==> config.mk <==
export PLATFORM = sky130hd
export DESIGN_NAME = cbt_coef_tracker
export DESIGN_NICKNAME = d
export VERILOG_FILES = /design/src/rtl/cbt_pkg.sv /design/src/rtl/cbt_window_stats.sv /design/src/rtl/cbt_scheduler.sv /design/src/rtl/cbt_update_core.sv /design/src/rtl/cbt_coef_tracker.sv
export SDC_FILE = /design/constraint.sdc
export NUM_CORES = 1
export LEC_CHECK = 0
export CELL_PAD_IN_SITES_DETAIL_PLACEMENT = 0
export CELL_PAD_IN_SITES_GLOBAL_PLACEMENT = 1
export CORE_AREA = 2 2 147 149
export CTS_BUF_LIST = sky130_fd_sc_hd__clkbuf_8
export DETAILED_ROUTE_END_ITERATION = 10
export DIE_AREA = 0 0 149 151
export PLACE_DENSITY = 0.8
export SLEW_MARGIN = 10
export SYNTH_ARGS = -nofsm -noshare
export SYNTH_HDL_FRONTEND = slang
export SYNTH_SLANG_ARGS = --single-unit
==> constraint.sdc <==
create_clock -name clk_i -period 5.61 [get_ports clk_i]
set_clock_uncertainty 0.15 [all_clocks]
set_input_delay 1.122 -clock clk_i [delete_from_list [all_inputs] [get_ports clk_i]]
set_output_delay 1.122 -clock clk_i [all_outputs]
set_load 0.03 [all_outputs]
==> src/rtl/cbt_pkg.sv <==
package cbt_pkg;
  typedef enum logic [1:0] {
    RSN_NONE     = 2'd0,
    RSN_CLIP     = 2'd1,
    RSN_ROLLBACK = 2'd2,
    RSN_HOLD     = 2'd3
  } rsn_e;
endpackage

==> src/rtl/cbt_window_stats.sv <==
module cbt_window_stats #(
  parameter int SAMPLE_W = 12,
  parameter int ERR_W    = 10,
  parameter int ACC_W    = 18
) (
  input  logic                       clk_i,
  input  logic                       rst_ni,
  input  logic                       sample_valid_i,
  input  logic signed [SAMPLE_W-1:0] sample_i,
  input  logic signed [ERR_W-1:0]    err_i,
  input  logic                       frame_i,
  output logic signed [ACC_W-1:0]    sum_o,
  output logic                       clip_o,
  output logic                       done_o
);
  localparam logic signed [SAMPLE_W-1:0] CODE_MAX = {1'b0, {(SAMPLE_W-1){1'b1}}};
  localparam logic signed [SAMPLE_W-1:0] CODE_MIN = {1'b1, {(SAMPLE_W-1){1'b0}}};

  logic signed [ACC_W-1:0] acc_q;
  logic signed [ACC_W-1:0] add;
  logic                    clip_q;
  logic                    hit;

  assign hit    = sample_valid_i && ((sample_i == CODE_MAX) || (sample_i == CODE_MIN));
  assign add    = sample_valid_i ? ACC_W'(err_i) : '0;
  assign sum_o  = acc_q + add;
  assign clip_o = clip_q | hit;
  assign done_o = frame_i;

  always_ff @(posedge clk_i or negedge rst_ni) begin
    if (!rst_ni) begin
      acc_q  <= '0;
      clip_q <= 1'b0;
    end else if (frame_i) begin
      acc_q  <= '0;
      clip_q <= 1'b0;
    end else begin
      acc_q  <= sum_o;
      clip_q <= clip_o;
    end
  end
endmodule

==> src/rtl/cbt_scheduler.sv <==
module cbt_scheduler #(
  parameter int CNT_W = 8
) (
  input  logic             clk_i,
  input  logic             rst_ni,
  input  logic             done_i,
  input  logic             event_i,
  input  logic             consume_evt_i,
  input  logic [CNT_W-1:0] period_i,
  input  logic [CNT_W-1:0] hold_i,
  output logic             due_o,
  output logic             evt_o,
  output logic             hold_o
);
  logic [CNT_W-1:0] fcnt_q;
  logic [CNT_W-1:0] gap_q;
  logic             evt_q;
  logic             wrap;

  assign wrap   = (period_i != '0) && (fcnt_q >= (period_i - CNT_W'(1)));
  assign due_o  = done_i && wrap;
  assign evt_o  = evt_q;
  assign hold_o = (gap_q != '0);

  always_ff @(posedge clk_i or negedge rst_ni) begin
    if (!rst_ni) begin
      fcnt_q <= '0;
    end else if (done_i) begin
      if (period_i == '0 || wrap) fcnt_q <= '0;
      else                        fcnt_q <= fcnt_q + CNT_W'(1);
    end
  end

  // event accepted only outside the hold; a new pulse beats a same-cycle consume
  always_ff @(posedge clk_i or negedge rst_ni) begin
    if (!rst_ni) begin
      evt_q <= 1'b0;
      gap_q <= '0;
    end else begin
      if (consume_evt_i)                 evt_q <= 1'b0;
      if (event_i && gap_q == '0)        evt_q <= 1'b1;
      if (consume_evt_i)                 gap_q <= hold_i;
      else if (done_i && gap_q != '0)    gap_q <= gap_q - CNT_W'(1);
    end
  end
endmodule

==> src/rtl/cbt_update_core.sv <==
module cbt_update_core
  import cbt_pkg::*;
#(
  parameter int                         COEF_W    = 16,
  parameter int                         ACC_W     = 18,
  parameter int                         MU_W      = 4,
  parameter int                         CNT_W     = 8,
  parameter logic signed [COEF_W-1:0]   COEF_INIT = '0
) (
  input  logic                     clk_i,
  input  logic                     rst_ni,
  input  logic                     done_i,
  input  logic signed [ACC_W-1:0]  sum_i,
  input  logic                     clip_i,
  input  logic                     due_i,
  input  logic                     evt_i,
  input  logic [MU_W-1:0]          mu_shift_i,
  input  logic [CNT_W-1:0]         clean_need_i,
  output logic signed [COEF_W-1:0] coef_o,
  output logic                     frozen_o,
  output rsn_e                     freason_o,
  output logic                     consume_evt_o
);
  localparam int WIDE_W = ((ACC_W > COEF_W) ? ACC_W : COEF_W) + 1;
  localparam logic signed [WIDE_W-1:0] C_MAX = {{(WIDE_W-COEF_W+1){1'b0}}, {(COEF_W-1){1'b1}}};
  localparam logic signed [WIDE_W-1:0] C_MIN = {{(WIDE_W-COEF_W+1){1'b1}}, {(COEF_W-1){1'b0}}};

  logic signed [COEF_W-1:0] coef_q, good_q, coef_new;
  logic [ACC_W-1:0]         ref_q, mag;
  logic signed [ACC_W-1:0]  step, neg_sum;
  logic signed [WIDE_W-1:0] sum_wide;
  logic [CNT_W-1:0]         clean_q;
  logic [CNT_W:0]           clean_next;
  logic                     pend_q, frozen_q, eligible, release_ok;
  rsn_e                     rsn_q;

  assign neg_sum    = -sum_i;
  assign mag        = sum_i[ACC_W-1] ? neg_sum : sum_i;
  assign step       = sum_i >>> mu_shift_i;
  assign sum_wide   = WIDE_W'(coef_q) + WIDE_W'(step);
  assign clean_next = {1'b0, clean_q} + (CNT_W+1)'(1);
  assign release_ok = clean_next >= {1'b0, clean_need_i};
  assign eligible   = done_i && !clip_i && !pend_q && !frozen_q;
  assign consume_evt_o = eligible && evt_i;

  always_comb begin
    if (sum_wide > C_MAX)      coef_new = C_MAX[COEF_W-1:0];
    else if (sum_wide < C_MIN) coef_new = C_MIN[COEF_W-1:0];
    else                       coef_new = sum_wide[COEF_W-1:0];
  end

  always_ff @(posedge clk_i or negedge rst_ni) begin
    if (!rst_ni) begin
      coef_q   <= COEF_INIT;
      good_q   <= COEF_INIT;
      ref_q    <= '0;
      pend_q   <= 1'b0;
      frozen_q <= 1'b0;
      rsn_q    <= RSN_NONE;
      clean_q  <= '0;
    end else if (done_i) begin
      if (clip_i) begin
        coef_q   <= good_q;
        pend_q   <= 1'b0;
        frozen_q <= 1'b1;
        rsn_q    <= RSN_CLIP;
        clean_q  <= '0;
      end else if (pend_q) begin
        pend_q <= 1'b0;
        if (mag > ref_q) begin
          coef_q   <= good_q;
          frozen_q <= 1'b1;
          rsn_q    <= RSN_ROLLBACK;
          clean_q  <= '0;
        end else begin
          good_q <= coef_q;
        end
      end else if (frozen_q) begin
        if (release_ok) begin
          frozen_q <= 1'b0;
          rsn_q    <= RSN_NONE;
          clean_q  <= '0;
        end else begin
          clean_q <= clean_next[CNT_W-1:0];
        end
      end else if (due_i || evt_i) begin
        coef_q <= coef_new;
        ref_q  <= mag;
        pend_q <= 1'b1;
      end
    end
  end

  assign coef_o    = coef_q;
  assign frozen_o  = frozen_q;
  assign freason_o = rsn_q;
endmodule

==> src/rtl/cbt_coef_tracker.sv <==
module cbt_coef_tracker
  import cbt_pkg::*;
#(
  parameter int                       SAMPLE_W  = 12,
  parameter int                       ERR_W     = 10,
  parameter int                       WIN_LOG2  = 8,
  parameter int                       COEF_W    = 16,
  parameter int                       MU_W      = 4,
  parameter int                       CNT_W     = 8,
  parameter logic signed [COEF_W-1:0] COEF_INIT = '0
) (
  input  logic                       clk_i,
  input  logic                       rst_ni,
  input  logic                       sample_valid_i,
  input  logic signed [SAMPLE_W-1:0] sample_i,
  input  logic signed [ERR_W-1:0]    err_i,
  input  logic                       frame_i,
  input  logic                       event_i,
  input  logic [MU_W-1:0]            mu_shift_i,
  input  logic [CNT_W-1:0]           period_i,
  input  logic [CNT_W-1:0]           hold_i,
  input  logic [CNT_W-1:0]           clean_need_i,
  output logic signed [COEF_W-1:0]   coef_o,
  output logic                       frozen_o,
  output logic [1:0]                 reason_o
);
  localparam int ACC_W = ERR_W + WIN_LOG2;

  logic signed [ACC_W-1:0] win_sum;
  logic                    win_clip, win_done;
  logic                    due, evt, hold, consume_evt;
  rsn_e                    freason;

  cbt_window_stats #(.SAMPLE_W(SAMPLE_W), .ERR_W(ERR_W), .ACC_W(ACC_W)) u_stats (
    .clk_i, .rst_ni, .sample_valid_i, .sample_i, .err_i, .frame_i,
    .sum_o(win_sum), .clip_o(win_clip), .done_o(win_done)
  );

  cbt_scheduler #(.CNT_W(CNT_W)) u_sched (
    .clk_i, .rst_ni, .done_i(win_done), .event_i, .consume_evt_i(consume_evt),
    .period_i, .hold_i, .due_o(due), .evt_o(evt), .hold_o(hold)
  );

  cbt_update_core #(
    .COEF_W(COEF_W), .ACC_W(ACC_W), .MU_W(MU_W), .CNT_W(CNT_W), .COEF_INIT(COEF_INIT)
  ) u_core (
    .clk_i, .rst_ni, .done_i(win_done), .sum_i(win_sum), .clip_i(win_clip),
    .due_i(due), .evt_i(evt), .mu_shift_i, .clean_need_i,
    .coef_o, .frozen_o, .freason_o(freason), .consume_evt_o(consume_evt)
  );

  always_comb begin
    if (frozen_o)  reason_o = freason;
    else if (hold) reason_o = RSN_HOLD;
    else           reason_o = RSN_NONE;
  end
endmodule

# Yosys cells after proc, flatten, opt, wreduce, memory -nomap -nowiden
# Cells that the tools add are included.
[totals]
register_bits = 98
latchBits = 0
ram_bits = 0
romBits = 0
input_bits = 55
output_inout_bits = 19
elab_cells = 100
mem_count = 0
[op_classes]
addsub = 7
n_mul = 0
div_mod_pow = 0
order_cmp = 5
eq_ne = 4
n_shift = 1
muxes = 37
bitwise = 4
reduce_logical = 30
[ops]
columns = ["op", "n"]
rows = [
  ["two-way mux 16 bit", 7],
  ["two-way mux 8 bit", 8],
  ["two-way mux 18 bit", 3],
  ["== test 12 bit, second input constant", 2],
  ["adder 16 x 18 -> 19 bit", 1],
  ["> comparator 19 x 16 -> 1 bit, second input constant", 1],
  ["less-than comparator 19 x 16 -> 1 bit, second input constant", 1],
  ["adder 18 bit", 1],
  ["> comparator 18 bit", 1],
  ["negation 18 bit", 1],
  [">>> shifter 18 x 4 -> 18 bit", 1],
  ["logical NOT 8 bit", 2],
  ["nonzero test 8 bit", 2],
  ["subtractor 8 x 1 -> 8 bit, second input constant", 2],
  ["two-way mux 2 bit", 7],
  ["two-way mux 1 bit", 12],
  ["adder 8 x 1 -> 9 bit, second input constant", 1],
  ["greater-or-equal comparator 9 x 8 -> 1 bit", 1],
  ["logical AND 1 bit", 9],
  ["AND reduction 3 bit", 3],
  ["nonzero test 3 bit", 3],
  ["adder 8 x 1 -> 8 bit, second input constant", 1],
  ["greater-or-equal comparator 8 bit", 1],
  ["AND reduction 5 bit", 1],
  ["9 further kinds", 16],
]

# Logic depth before layout (Yosys ltp)
# Gate-level depths: netlist of run 1.
[logic_depth]
word_depth = 11
depth_mapped = 28
ltp_nobuf = 25

# Modules after synthesis
# From an unflattened synthesis of run 1, not the netlist that was laid out.
[hier_totals]
hier_cells = 951
area_unflattened_um2 = 8438.1
[modules_own_cells]
columns = ["module", "instances", "cells_each", "area_per_inst_um2", "seq_area_each_um2"]
rows = [
  ["cbt_update_core", 1, 633, 5531.6, 1551.5],
  ["cbt_window_stats", 1, 181, 1640.3, 475.5],
  ["cbt_scheduler", 1, 135, 1243.7, 425.4],
  ["cbt_coef_tracker", 1, 2, 22.5, 0.0],
]

# Least setup slack after synthesis of run 1
# No wires, ideal clock.
[synth_path]
path_kind = "input port to flip-flop"
start = "input sample_valid_i"
end = "register u_core.coef_q[10] (netlist: u_core.coef_o[10])"
setup_ns = 0.146
arrival_ns = 6.374
t_required_ns = 5.314
slack_ns = -1.060
path_stages = 28
path_buffers = 3
path_cell_list = "buf_4 -> clkbuf_1 -> and2_1 -> ha_1 -> inv_1 -> fa_1 -> nor2b_4 -> o2111ai_1 -> a31o_2 -> a21boi_1 -> a21oi_2 -> xor2_4 -> a222oi_1 -> a31oi_1 -> o22a_1 -> ha_1 -> inv_1 -> fa_1 -> nor2b_1 -> o31a_1 -> o21a_1 -> o2111ai_1 -> a21oi_1 -> nor4b_1 -> nor4_1 -> o21bai_1 -> clkbuf_1 -> o211ai_1"
[synth_via]
elab_chain_len = 11
elab_cells_between_ends = 21
cone_classes = "add/sub: 3; order compare: 3; eq/ne: 1; shift: 1; mux: 9; bitwise: 1; reduce/logical: 3"
[synth_lines]
columns = ["element", "line", "rtl"]
rows = [
  ["start: declaration", "cbt_coef_tracker.sv:14", "input logic sample_valid_i,"],
  ["two-way mux 18 bit", "cbt_window_stats.sv:25", "assign add = sample_valid_i ? ACC_W'(err_i) : '0;"],
  ["adder 18 bit", "cbt_window_stats.sv:26", "assign sum_o = acc_q + add;"],
  [">>> shifter 18 x 4 -> 18 bit", "cbt_update_core.sv:39", "assign step = sum_i >>> mu_shift_i;"],
  ["adder 16 x 18 -> 19 bit", "cbt_update_core.sv:40", "assign sum_wide = WIDE_W'(coef_q) + WIDE_W'(step);"],
  ["less-than comparator 19 x 16 -> 1 bit", "cbt_update_core.sv:48", "else if (sum_wide < C_MIN) coef_new = C_MIN[COEF_W-1:0];"],
  ["two-way mux 16 bit", "cbt_update_core.sv:48", ""],
  ["two-way mux 16 bit", "cbt_update_core.sv:47", "if (sum_wide > C_MAX) coef_new = C_MAX[COEF_W-1:0];"],
  ["two-way mux 16 bit", "cbt_update_core.sv:86", "end else if (due_i || evt_i) begin"],
  ["two-way mux 16 bit", "cbt_update_core.sv:78", "end else if (frozen_q) begin"],
  ["two-way mux 16 bit", "cbt_update_core.sv:68", "end else if (pend_q) begin"],
  ["two-way mux 16 bit", "cbt_update_core.sv:62", "if (clip_i) begin"],
  ["end signal: assignment", "cbt_update_core.sv:63", "coef_q <= good_q;"],
  ["end signal: assignment", "cbt_update_core.sv:71", "coef_q <= good_q;"],
  ["end signal: assignment", "cbt_update_core.sv:87", "coef_q <= coef_new;"],
  ["end: declaration", "cbt_update_core.sv:28", "logic signed [COEF_W-1:0] coef_q, good_q, coef_new;"],
]
# Several ways; a longest one is shown, not always the timed one. The select of a mux whose other input is x is not followed.
# A chain may end at the register's enable or synchronous reset.

# Worst setup path in the final report of run 1
[layout_path]
start = "input err_i[4]"
end = "register u_core.coef_q[14] (netlist: u_core.coef_o[14])"
[layout_via]
elab_chain_len = 11
elab_cells_between_ends = 16
cone_classes = "add/sub: 3; order compare: 3; shift: 1; mux: 9"
[layout_lines]
columns = ["element", "line", "rtl"]
rows = [
  ["start: declaration", "cbt_coef_tracker.sv:16", "input logic signed [ERR_W-1:0] err_i,"],
  ["two-way mux 18 bit (*)", "cbt_window_stats.sv:25", ""],
  ["adder 18 bit (*)", "cbt_window_stats.sv:26", ""],
  [">>> shifter 18 x 4 -> 18 bit", "cbt_update_core.sv:39", ""],
  ["adder 16 x 18 -> 19 bit", "cbt_update_core.sv:40", ""],
  ["less-than comparator 19 x 16 -> 1 bit", "cbt_update_core.sv:48", ""],
  ["two-way mux 16 bit", "cbt_update_core.sv:48", ""],
  ["two-way mux 16 bit", "cbt_update_core.sv:47", ""],
  ["two-way mux 16 bit", "cbt_update_core.sv:86", ""],
  ["two-way mux 16 bit", "cbt_update_core.sv:78", ""],
  ["two-way mux 16 bit (*)", "cbt_update_core.sv:68", ""],
  ["two-way mux 16 bit (*)", "cbt_update_core.sv:62", ""],
]
# Mark *: on every way between the ends. The rest lies on a longest branch, timed or not. The select of a mux whose other input is x is not followed.

==> results.md, run 1 <==
- Outcome: finished, violations left
- Violated checks: setup timing
- Final setup margin: -0.6517 ns
- P per Cell Area: 380.8 nW/µm²
- Total track usage: 23.36%
- Met3 usage: 2.831%
- Fmax: 0.1597 GHz
- Yosys top cell area share: 28.27%
- Primary FF master, synth: dfrtp_1
- Met2 Track Usage GR: 40.62%
- Post-DP HPWL: 19.22 mm
- Grt ovf: 0
- Antenna cells: 0
- CP bufs+invs: 5
- Root Driver: clkbuf_8
- Nets@finish: 1,396
- P_sw: 1.982 mW
- Synth Area in Adders: 10.27%
- Crit-path max FO: 7
- Actual slew at the worst max-slew pin: 0.8072 ns
- Kind of critical path: in -> reg
- Routability cong.: 0.9125
- Main combinational cell family by area after synthesis: compound AO/OA/AOI/OAI gates
- Clk pwr share: 10.9%
- H-tree level count: 3
- Multiplexer share of the synthesized area: 6.304%
- Cts hold-fix bufs: 0
- Fin area: 12,350 µm²
- Max-cap violations: 0
- Syn nets: 1,123
- Synth Area in Compound Gates: 24.70%
- Sequential fraction of design power: 25.2%
- DIE WIDTH: 149 µm
- Fraction of layout cells with a size suffix above 1: 32.13%
- Tot Pwr: 4.703 mW
- Drt drc: 0
- Initial antenna violation count: 0
- Post-DP Area: 11,330 µm²
- Tmin final: 6.262 ns
- Slew headroom: 45.82%
- Final Hold Viols: 0
- HP Class: reg -> reg
- Max stage delay on crit path: 0.54 ns
- Clock Sinks: 98
- Core ar.: 20,820 µm²
- Element type at the critical path end: flip-flop
- Slowest library cell on the worst path: mux4_2
- ANT nets after route: 0
- Max-slew violation count: 0
- Synth top cells by count: 98 x dfrtp_1, 80 x nand2_1, 79 x nor2_1
- Top cells by area, synth: dfrtp_1 28%, ha_1 9.8%, xnor2_1 3.8%, nand2_1 3.5%, nor2_1 3.4%
- Layout area overhead: 42.40%
- Final setup fails: 42
- Synth cell types: 97
- Busiest layer in global routing: met2
- Initial drt markers: 602
- XOR/XNOR Fraction of Synth Area: 7.083%
- Post-synthesis instance area: 8673 µm²
- Largest net degree at the start of global routing: 60
- Yosys Warn Count: 0
- Max Buffers Root-to-Sink: 2
- TritonRoute pass-1 iters: 5
- Avg WL per Cell: 16.88 µm
- RSZ-0062 raised after global routing: true
- Seq/Total Area, Yosys: 28.27%
- LEAKAGE: 5.516 nW
- Vias in the first global route: 8,470
- Cell with the most instances after synthesis: dfrtp_1
- Avg Cell Area, Syn: 8.691 µm²
- Port Buffer Count: 73
- CP Launch Type: input pin
- Worst-path clk slew: 0.10 ns
- Final period util: 111.6%
- DR vias: 8,641
- EDFF count, synth: 0
- Cells after Synth: 998
- Critical Path RT: 5.73 ns
- Combinational share of power: 63.9%
- Sw Share: 42.14%
- CTS tree: built
- Synth Area in Simple Gates: 18.29%
- Async S/R FF share, synth: 100.0%
- Worst Path Arrival: 6.38 ns
- Total Wirelength: 26.18 mm
- Clk Latency, worst-skew pair: 0.41 ns
- Pint: 2.721 mW
- Rows: 53
- Crit path max-delay family: compound AO/OA/AOI/OAI gates
- Die ar.: 22,500 µm²
- Die Y: 151 µm
- CTS Buf Count: 9
- Via density: 5.571
- Peak supply drop: 228.2 µV
- Starting Density: 41.65%
- GR Layer Usage met1: 30.61%
- Yosys reg bits: 98
- # IOs: 74
- Fill count: 1,805
- First-pass GRT wire length: 42.26 mm
- Area leader, netlist: dfrtp_1
## registers in the layout (all words and copies together) (netlist names), 2 cells and up
name              cells
u_core.coef_o        16
u_core.clean_q        8
u_stats.acc_q        18
u_sched.fcnt_q        8
u_core.freason_o      2
u_sched.gap_q         8
u_core.good_q        16
u_core.ref_q         18
## cells by family (layout without fill, tap and decap cells)
kind of cell | after synthesis | in the layout
XOR/XNOR | 65 | 65
flip-flops | 98 | 98
AO/OA/AOI/OAI | 305 | 305
adder cells (fa/ha/maj) | 70 | 70
buffers and inverters | 109 | 387
multiplexers | 40 | 40
AND/OR/NAND/NOR | 311 | 311
## worst paths after layout
kind / from / endpoint / slack, ns / depth (start not counted)
max: err_i[4] / u_core.coef_o[14] / -0.65 / 25
min: u_core.ref_q[0] / u_core.ref_q[0] / 0.35 / 2
max reg2reg: u_stats.acc_q[0] / u_core.coef_o[14] / 0.05 / 24
min reg2reg: u_core.ref_q[0] / u_core.ref_q[0] / 0.35 / 2
max in group asynchronous: rst_ni / u_core.ref_q[1] / 3.65 / 2
min in group asynchronous: rst_ni / u_stats.acc_q[15] / 0.62 / 1
## power by group through the flow
stage | registers, mW | logic, mW | clock network (mW)
2_1_floorplan | 1.20 | 1.61 | 0
6_report | 1.19 | 3.01 | 0.511
4_1_cts | 1.18 | 2.85 | 0.523
3_3_place_gp | 1.19 | 2.64 | 0
5_1_grt | 1.22 | 3.30 | 0.552
3_5_place_dp | 1.19 | 2.69 | 0
## placed cells by master (no fill, tap or decap), types with 6 or more instances in the layout
cell,Yosys,routed
o31ai_2,1,6
o21a_1,13,13
buf_6,1,16
and3_1,8,7
and2_1,16,10
ha_4,0,8
a21oi_1,57,51
inv_1,57,56
dfrtp_1,98,98
o22ai_1,7,7
clkdlybuf4s50_1,0,66
nor3_1,19,18
nand4_1,13,13
o21ai_1,3,12
xor2_1,24,22
nor4_1,8,7
buf_4,2,222
ha_1,68,58
mux2_4,1,16
nand2_2,0,6
a31oi_1,15,14
and2_4,0,6
a211oi_1,9,7
nand2b_1,15,14
nand3_1,26,26
a21o_1,21,21
mux2i_1,7,7
o211ai_1,21,21
a22oi_1,19,17
o21ai_0,56,42
nand2_1,80,74
clkbuf_8,0,11
xnor2_1,38,34
nor2_1,79,77
mux2_2,24,9
## layer usage
metal,wire length [µm],vias to the layer above
met5,0,-
met4,560,0
met3,1201,47
met2,12630,252
met1,11790,4107
li1,-,4235
## tightest hold or removal path, stage by stage, from the launching register on
cell and delay [ns]:
dfrtp_1 0.36, nand2_1 0.05, o21ai_0 0.06
## layout make-up
cell class / instances / area (µm²) / share of cell area (%)
clock buffer: 11 / 151.4 / 1.226
clock inverter: 5 / 60.06 / 0.4863
inverter: 58 / 220.2 / 1.783
multi-input combinational: 791 / 6492 / 52.57
sequential: 98 / 2452 / 19.86
tap: 275 / 344.1 / 2.786
timing repair buffer: 313 / 2630 / 21.29
## what timing repair did
| action | 4_1_cts | 5_1_grt |
|---|---|---|
| buffers inserted | 18 | 12 |
| gates cloned | 3 | 1 |
| setup endpoints to repair | 43 | 43 |
| gates resized for setup | 69 | 57 |
| pin swaps | 59 | 39 |
## through the flow
step	hold WS, ns	cells	TNS (ns)	worst slack, ns	util [%]
2_1_floorplan	0.3061	998	-20.53	-0.7568	-
3_3_place_gp	0.3266	1501	-48.57	-1.383	54.43
3_5_place_dp	0.3278	1501	-53.47	-1.502	54.43
4_1_cts	0.3534	1538	-19.45	-0.6231	57.45
5_1_grt	0.3802	1551	-28.30	-0.8196	59.31
6_report	0.3474	1551	-21.40	-0.6517	59.31
Power figures use the tool's default switching activity.
==> inputs of run 2 (changes only) <==
Settings changed: ABC_CLOCK_PERIOD_IN_PS from default to 5610.
==> results of run 2 <==
No change in the layout: final DEF, timing and power equal those of run 1.
